## config.mk

```make
export PLATFORM = sky130hd
export DESIGN_NAME = motor_fault_supervisor
export DESIGN_NICKNAME = d
export VERILOG_FILES = /design/src/rtl/motor_fault_supervisor.sv
export SDC_FILE = /design/constraint.sdc
export NUM_CORES = 1
export LEC_CHECK = 0
export BUFFER_PORTS_ARGS = -buffer_cell sky130_fd_sc_hd__buf_2
export CAP_MARGIN = 20
export CORE_UTILIZATION = 27
export CTS_BUF_LIST = sky130_fd_sc_hd__clkbuf_8
export CTS_CLUSTER_DIAMETER = 50
export DETAILED_ROUTE_END_ITERATION = 8
export GPL_TIMING_DRIVEN = 0
export HOLD_SLACK_MARGIN = 0.1
export MAX_ROUTING_LAYER = met4
export PLACE_DENSITY = 0.52
export SLEW_MARGIN = 25
export SYNTH_ARGS = -nofsm -noshare
export SYNTH_HDL_FRONTEND = slang
export SYNTH_SLANG_ARGS = --single-unit
```

## constraint.sdc

```tcl
create_clock -name clk -period 2.1 [get_ports clk]
set_clock_uncertainty 0.05 [all_clocks]
set_input_delay 0.42 -clock clk [delete_from_list [all_inputs] [get_ports clk]]
set_output_delay 0.42 -clock clk [all_outputs]
set_load 0.1 [all_outputs]
```

## src/rtl/motor_fault_supervisor.sv

```systemverilog
`timescale 1ns/1ps
module motor_fault_supervisor #(
  parameter int OPEN_TICKS = 800000,
  parameter int N_FET      = 8
) (
  input  logic             clk,
  input  logic             rst_n,
  input  logic             tick,
  input  logic             motor_en,
  input  logic             tw_raw,
  input  logic             tsd_raw,
  input  logic [N_FET-1:0] ovc_raw,
  input  logic             cp_low_raw,
  input  logic [1:0]       duty_full,
  input  logic             rd_stat,
  input  logic             clr_ovc,
  input  logic             clr_open,
  output logic             st_tw,
  output logic             st_tsd,
  output logic [N_FET-1:0] st_ovc,
  output logic [1:0]       st_open,
  output logic             st_cpfail,
  output logic [1:0]       bridge_off,
  output logic             err_n
);
  localparam int SW = N_FET + 3;
  localparam int CW = $clog2(OPEN_TICKS + 1);

  logic [SW-1:0]    sync1, sync2;
  logic             tw_s, tsd_s, cp_s;
  logic [N_FET-1:0] ovc_s;

  always_ff @(posedge clk or negedge rst_n)
    if (!rst_n) begin
      sync1 <= '0;
      sync2 <= '0;
    end else begin
      sync1 <= {cp_low_raw, tsd_raw, tw_raw, ovc_raw};
      sync2 <= sync1;
    end

  assign ovc_s = sync2[N_FET-1:0];
  assign tw_s  = sync2[N_FET];
  assign tsd_s = sync2[N_FET+1];
  assign cp_s  = sync2[N_FET+2];

  always_ff @(posedge clk or negedge rst_n)
    if (!rst_n) begin
      st_tw     <= 1'b0;
      st_cpfail <= 1'b0;
      st_tsd    <= 1'b0;
      st_ovc    <= '0;
    end else begin
      st_tw     <= tw_s;
      st_cpfail <= cp_s;
      if (tsd_s)                         st_tsd <= 1'b1;
      else if (rd_stat && !tw_s)         st_tsd <= 1'b0;
      st_ovc <= (clr_ovc ? '0 : st_ovc) | ovc_s;
    end

  AST_TSD_HOLD: assert property (@(posedge clk) disable iff (!rst_n)
    st_tsd && (!rd_stat || tw_s || tsd_s) |=> st_tsd);
  AST_OVC_STICKY: assert property (@(posedge clk) disable iff (!rst_n)
    !clr_ovc |=> ((st_ovc & $past(st_ovc)) == $past(st_ovc)));
  AST_OVC_CLEAR: assert property (@(posedge clk) disable iff (!rst_n)
    clr_ovc && (ovc_s == '0) |=> (st_ovc == '0));
  AST_CP_LATENCY: assert property (@(posedge clk) disable iff (!rst_n)
    $rose(st_cpfail) |-> $past(cp_low_raw, 3));

  for (genvar c = 0; c < 2; c++) begin : g_coil
    logic [CW-1:0] cnt;
    always_ff @(posedge clk or negedge rst_n)
      if (!rst_n) begin
        cnt        <= '0;
        st_open[c] <= 1'b0;
      end else if (clr_open) begin
        cnt        <= '0;
        st_open[c] <= 1'b0;
      end else if (!duty_full[c]) begin
        cnt <= '0;
      end else if (tick && !st_open[c]) begin
        if (cnt == CW'(OPEN_TICKS - 1)) st_open[c] <= 1'b1;
        else                            cnt <= cnt + 1'b1;
      end

    AST_OPEN_NEEDS_DUTY: assert property (@(posedge clk) disable iff (!rst_n)
      $rose(st_open[c]) |-> $past(duty_full[c]) && $past(tick));
    AST_OPEN_CLEAR: assert property (@(posedge clk) disable iff (!rst_n)
      clr_open |=> !st_open[c]);
  end

  for (genvar c = 0; c < 2; c++) begin : g_gate
    assign bridge_off[c] = !motor_en || st_tsd || (|st_ovc) || st_open[c];
  end

  assign err_n = !(st_tw || st_tsd || (|st_ovc) || (|st_open) || st_cpfail);
endmodule

```

-- Word-level counts from Yosys, hierarchy flattened
Index checks and enable logic that the tools add are counted.
- output and inout bits: 16
- logic and storage cells: 67
- register bits: 75
- multiplexer cells: 19
- reductions and logical operators: 29
- equal/unequal tests: 6
- add/subtract/negate cells: 2
- bitwise logic cells: 1
- operators by type and width (kind ; count):
    20-bit two-way mux ; 8
    20-bit by 1-bit adder with 20-bit output (second input constant) ; 2
    20-bit == test (second input constant) ; 2
    2-bit nonzero test ; 7
    1-bit two-way mux ; 10
    1-bit logical OR ; 8
    8-bit two-way mux ; 1
    8-bit OR ; 1
    8-bit OR reduction ; 1
    3-bit by 1-bit inequality test with 1-bit output (second input constant) ; 2
    3-bit inequality test (second input constant) ; 2
    3-bit AND reduction ; 2
    1-bit logical NOT ; 5
    2-bit AND reduction ; 2
    1-bit logical AND ; 3
    2-bit OR reduction ; 1

-- Depth between registers and ports, before layout
- word-level depth: 5
- depth in mapped cells: 7
- gate-level depth less buffers: 6

-- Least setup slack after synthesis
OpenSTA, ideal clock, no wires.
- path kind: flip-flop to output port
- start point: reg st_ovc[3]
- end point: out bridge_off[0]
- data required time: 1.630 ns
- arrival: 2.512 ns
- cell stages (with the launch flop): 6
- buffers on the path: 0
- path slack: -0.882 ns
- cells stage by stage: dfrtp_1 or4_1 or4_1 nor3_2 nand2_1 or2_1
- word-level cells in the longest chain between the ends: 3
- ends and longest elaborated chain (element ; line ; source):
    start, declared ; 20 ; output logic [N_FET-1:0] st_ovc,
    start signal, assigned ; 58 ; st_ovc <= (clr_ovc ? '0 : st_ovc) | ovc_s;
    8-bit OR reduction ; 93 ; assign bridge_off[c] = !motor_en || st_tsd || (|st_ovc) || st_open[c];
    1-bit logical OR (2 in a row) ; 93 ;
    end, declared ; 23 ; output logic [1:0] bridge_off,
Every way passes these cells.

-- Final worst setup path
- start point: reg st_ovc[3]
- end point: out bridge_off[1]
The elaborated chain is that of the path after synthesis.

==> impl_metrics.env <==
export IMPL_die_w_um=112
export IMPL_fin_ws_ns=-0.817
export IMPL_insertion_delay_ns=0.34
export IMPL_root_buffer="clkbuf_8"
export IMPL_violations="negative setup slack"
export IMPL_ant_nets=0
export IMPL_die_area_um2=12500
export IMPL_met3_length_um=344
export IMPL_synth_nets=321
export IMPL_synth_top_flop_cell="dfrtp_1"
export IMPL_ios=36
export IMPL_worst_pin_slew_ns=0.561
export IMPL_fmax_ghz=0.343
export IMPL_syn_avg_cell_area_um2=10.9
export IMPL_cts_max_level=3
export IMPL_netlist_instances=299
export IMPL_rows=39
export IMPL_yosysWarnings=0
export IMPL_routed_wl_mm=6.67
export IMPL_portBuffers=35
export IMPL_critical_path_class="register to output pin"
export IMPL_max_clock_path_buffers=2
export IMPL_vdd_drop_max_mv=0.530
export IMPL_final_common_cell="dfrtp_1"
export IMPL_drive_above_1_share_pct=21.7
export IMPL_coreArea_um2=11600
export IMPL_fin_nets=376
export IMPL_crit_required_ns=1.63
export IMPL_grt_max_degree=51
export IMPL_post_route_period_util_pct=139
export IMPL_end_kind="output pin"
export IMPL_critPathMaxFanout=2
export IMPL_hold_class="input port to register"
export IMPL_cts_tree="done"
export IMPL_dr_wl_met2_mm=3.14
export IMPL_post_dp_hpwl_mm=4.67
export IMPL_initial_core_util_pct=28.2
export IMPL_p_per_area_nw_per_um2=716
export IMPL_grt_pass1_vias=2492
export IMPL_fp_dieH_um=112
export IMPL_antenna_cells=0
export IMPL_setup_viol=3
export IMPL_place_congestion=0.790
export IMPL_synth_distinct_cells=49
export IMPL_cts_clk_slew_worst_paths_ns=0.08
export IMPL_period_needed_ns=2.92
export IMPL_dp_cells=478
export IMPL_numCtsBuffers=9
export IMPL_maxCapViolCount=0
export IMPL_firstDrtPassIters=4
export IMPL_vias=2471
export IMPL_rsz0062_at_grt="yes"
export IMPL_wl_per_cell_um=13.3
export IMPL_worstPathArrival_ns=2.45
export IMPL_relSlewSlack_pct=62.3
export IMPL_synth_edf_count=0
export IMPL_ys_ff_latch=75
export IMPL_drc=0
export IMPL_synth_cell_area_um2=3260
export IMPL_final_cell_area_um2=3990
export IMPL_m1WireLength_mm=3.06
export IMPL_cts_sinks=75
export IMPL_hold_viol=0
export IMPL_drtIter0Drc=128
export IMPL_start_kind="register"
export IMPL_grt_pass1_wl_mm=11.8
export IMPL_multiInputGateArea_um2=1350
export IMPL_grt_usage_pct=12.3
export IMPL_via_per_inst=4.92
export IMPL_synthArstFlopShare_pct=100
export IMPL_area_delta_synth_final_pct=22.4
export IMPL_layout_common_cells="dfrtp_1, buf_2, nor2_1, nand2_1, xor2_1"
export IMPL_dpl_instance_area_um2=3650
export IMPL_ys_seq_area_share_pct=57.6
export IMPL_drv_slew=0
export IMPL_overflow=0
export IMPL_leakagePower_nw=1.66
export IMPL_layoutNonFillerInstCount=502
export IMPL_final_seq_area_um2=1880
export IMPL_dr_max_layer_used="met4"
export IMPL_antenna_found_initial=0
export IMPL_fillCellCount=1130
export IMPL_status="complete, but fails checks"
## what timing repair did
item | 4_1_cts | 5_1_grt
hold endpoints to repair | 25 | 2
pin swaps | 1 | 4
hold buffers | 1 | 2
setup endpoints to repair | 3 | 13
buffers inserted | 2 | 3
resized for setup | 15 | 1
cloned | 0 | 0
## area by class of cell
cell class	count	share of cell area [%]
clock buffer	10	3.45
tap	143	4.49
timing repair buffer	44	7.97
inverter	6	0.565
sequential	75	47.3
multi-input combinational	211	33.8
clock inverter	6	1.63
buffer	7	0.754
## kinds of logic after synthesis
logic type | count (synthesis) | share of synthesized area [%]
and+or+nand+nor | 135 | 23.5
DFF | 75 | 57.6
AOI/OAI and AO/OA | 53 | 10.8
xor gates and xnor gates | 21 | 5.65
buffers and inverters | 13 | 1.61
adders and majority gates | 2 | 0.769
## registers in the layout, indices dropped and copies added, names as in the netlist
signal and count:
sync1 11, st_tw 1, sync2 11, st_cpfail 1
st_open 2, st_ovc 8, st_tsd 1, g_coil.cnt 40
## worst max-delay path: stages (launching register included)
cell     delay (ns)
dfrtp_4        0.48
or4_4          0.53
or4_4          0.45
nor3_4         0.16
nand2_2        0.08
or2_4          0.24
buf_12         0.17
## Yosys cell counts (all sizes together), types with 2 or more instances
| cell | count | area [um^2] |
|---|---|---|
| dfrtp | 75 | 1880 |
| nor2 | 28 | 105 |
| nand2 | 26 | 97.6 |
| nand3 | 14 | 80.1 |
| o21ai | 14 | 73.8 |
| xor2 | 14 | 123 |
| a21oi | 11 | 55.1 |
| or3 | 11 | 68.8 |
| a21o | 9 | 68.8 |
| nand4 | 8 | 56.3 |
| nor4 | 8 | 50.1 |
| o211ai | 7 | 57.6 |
| or4 | 7 | 52.6 |
| xnor2 | 7 | 61.3 |
| inv | 6 | 22.5 |
| and3 | 4 | 25.0 |
| clkbuf | 4 | 15.0 |
| nand2b | 4 | 25.0 |
| nor3 | 4 | 25.0 |
| and2 | 3 | 20.0 |
| and4 | 3 | 26.3 |
| buf | 3 | 15.0 |
| nor2b | 3 | 18.8 |
| o311ai | 3 | 26.3 |
| or2 | 3 | 18.8 |
| a31oi | 2 | 12.5 |
| and4b | 2 | 20.0 |
| ha | 2 | 25.0 |
| nor4b | 2 | 32.5 |
| o31ai | 2 | 15.0 |
| o41ai | 2 | 17.5 |
## through the flow
step | setup TNS [ns] | setup WS, ns | power, mW | hold slack [ns] | utilization (%)
after global placement | -2.25 | -0.623 | 1.75 | 0.282 | 31.3
after global routing | -2.80 | -0.948 | 2.98 | 0.101 | 34.5
after floorplan | -1.40 | -0.493 | 1.67 | 0.0744 | -
after detailed placement | -1.87 | -0.641 | 1.76 | 0.285 | 31.6
after CTS | -2.66 | -0.914 | 2.89 | 0.105 | 34.1
final | -2.40 | -0.817 | 2.85 | 0.127 | 34.5
## per-layer routing
metal	vias to the layer above	global-route usage, %
met3	10	2.99
met2	68	18.6
met5	-	-
met4	0	5.77
li1	1192	-
met1	1201	15.5
## report_power, final
part | switching [mW] | internal [mW] | total [mW] | leakage, nW
registers | 0.0196 | 1.48 | 1.50 | 0.959
clock network | 0.536 | 0.583 | 1.12 | 0.108
logic | 0.180 | 0.0508 | 0.231 | 0.594
## final timing paths
path | cells past startpoint | endpoint | slack [ns] | startpoint
max in group asynchronous | 3 | st_ovc[3] | 0.93 | rst_n
max | 6 | bridge_off[1] | -0.82 | st_ovc[3]
min | 1 | sync1[0] | 0.13 | ovc_raw[0]
max reg2reg | 7 | g_coil[0].cnt[4] | 0.14 | g_coil[0].cnt[0]
min reg2reg | 0 | sync2[0] | 0.30 | sync1[0]
min in group asynchronous | 2 | g_coil[0].cnt[4] | 0.48 | rst_n
No activity file was read; power rests on OpenSTA's default activity.
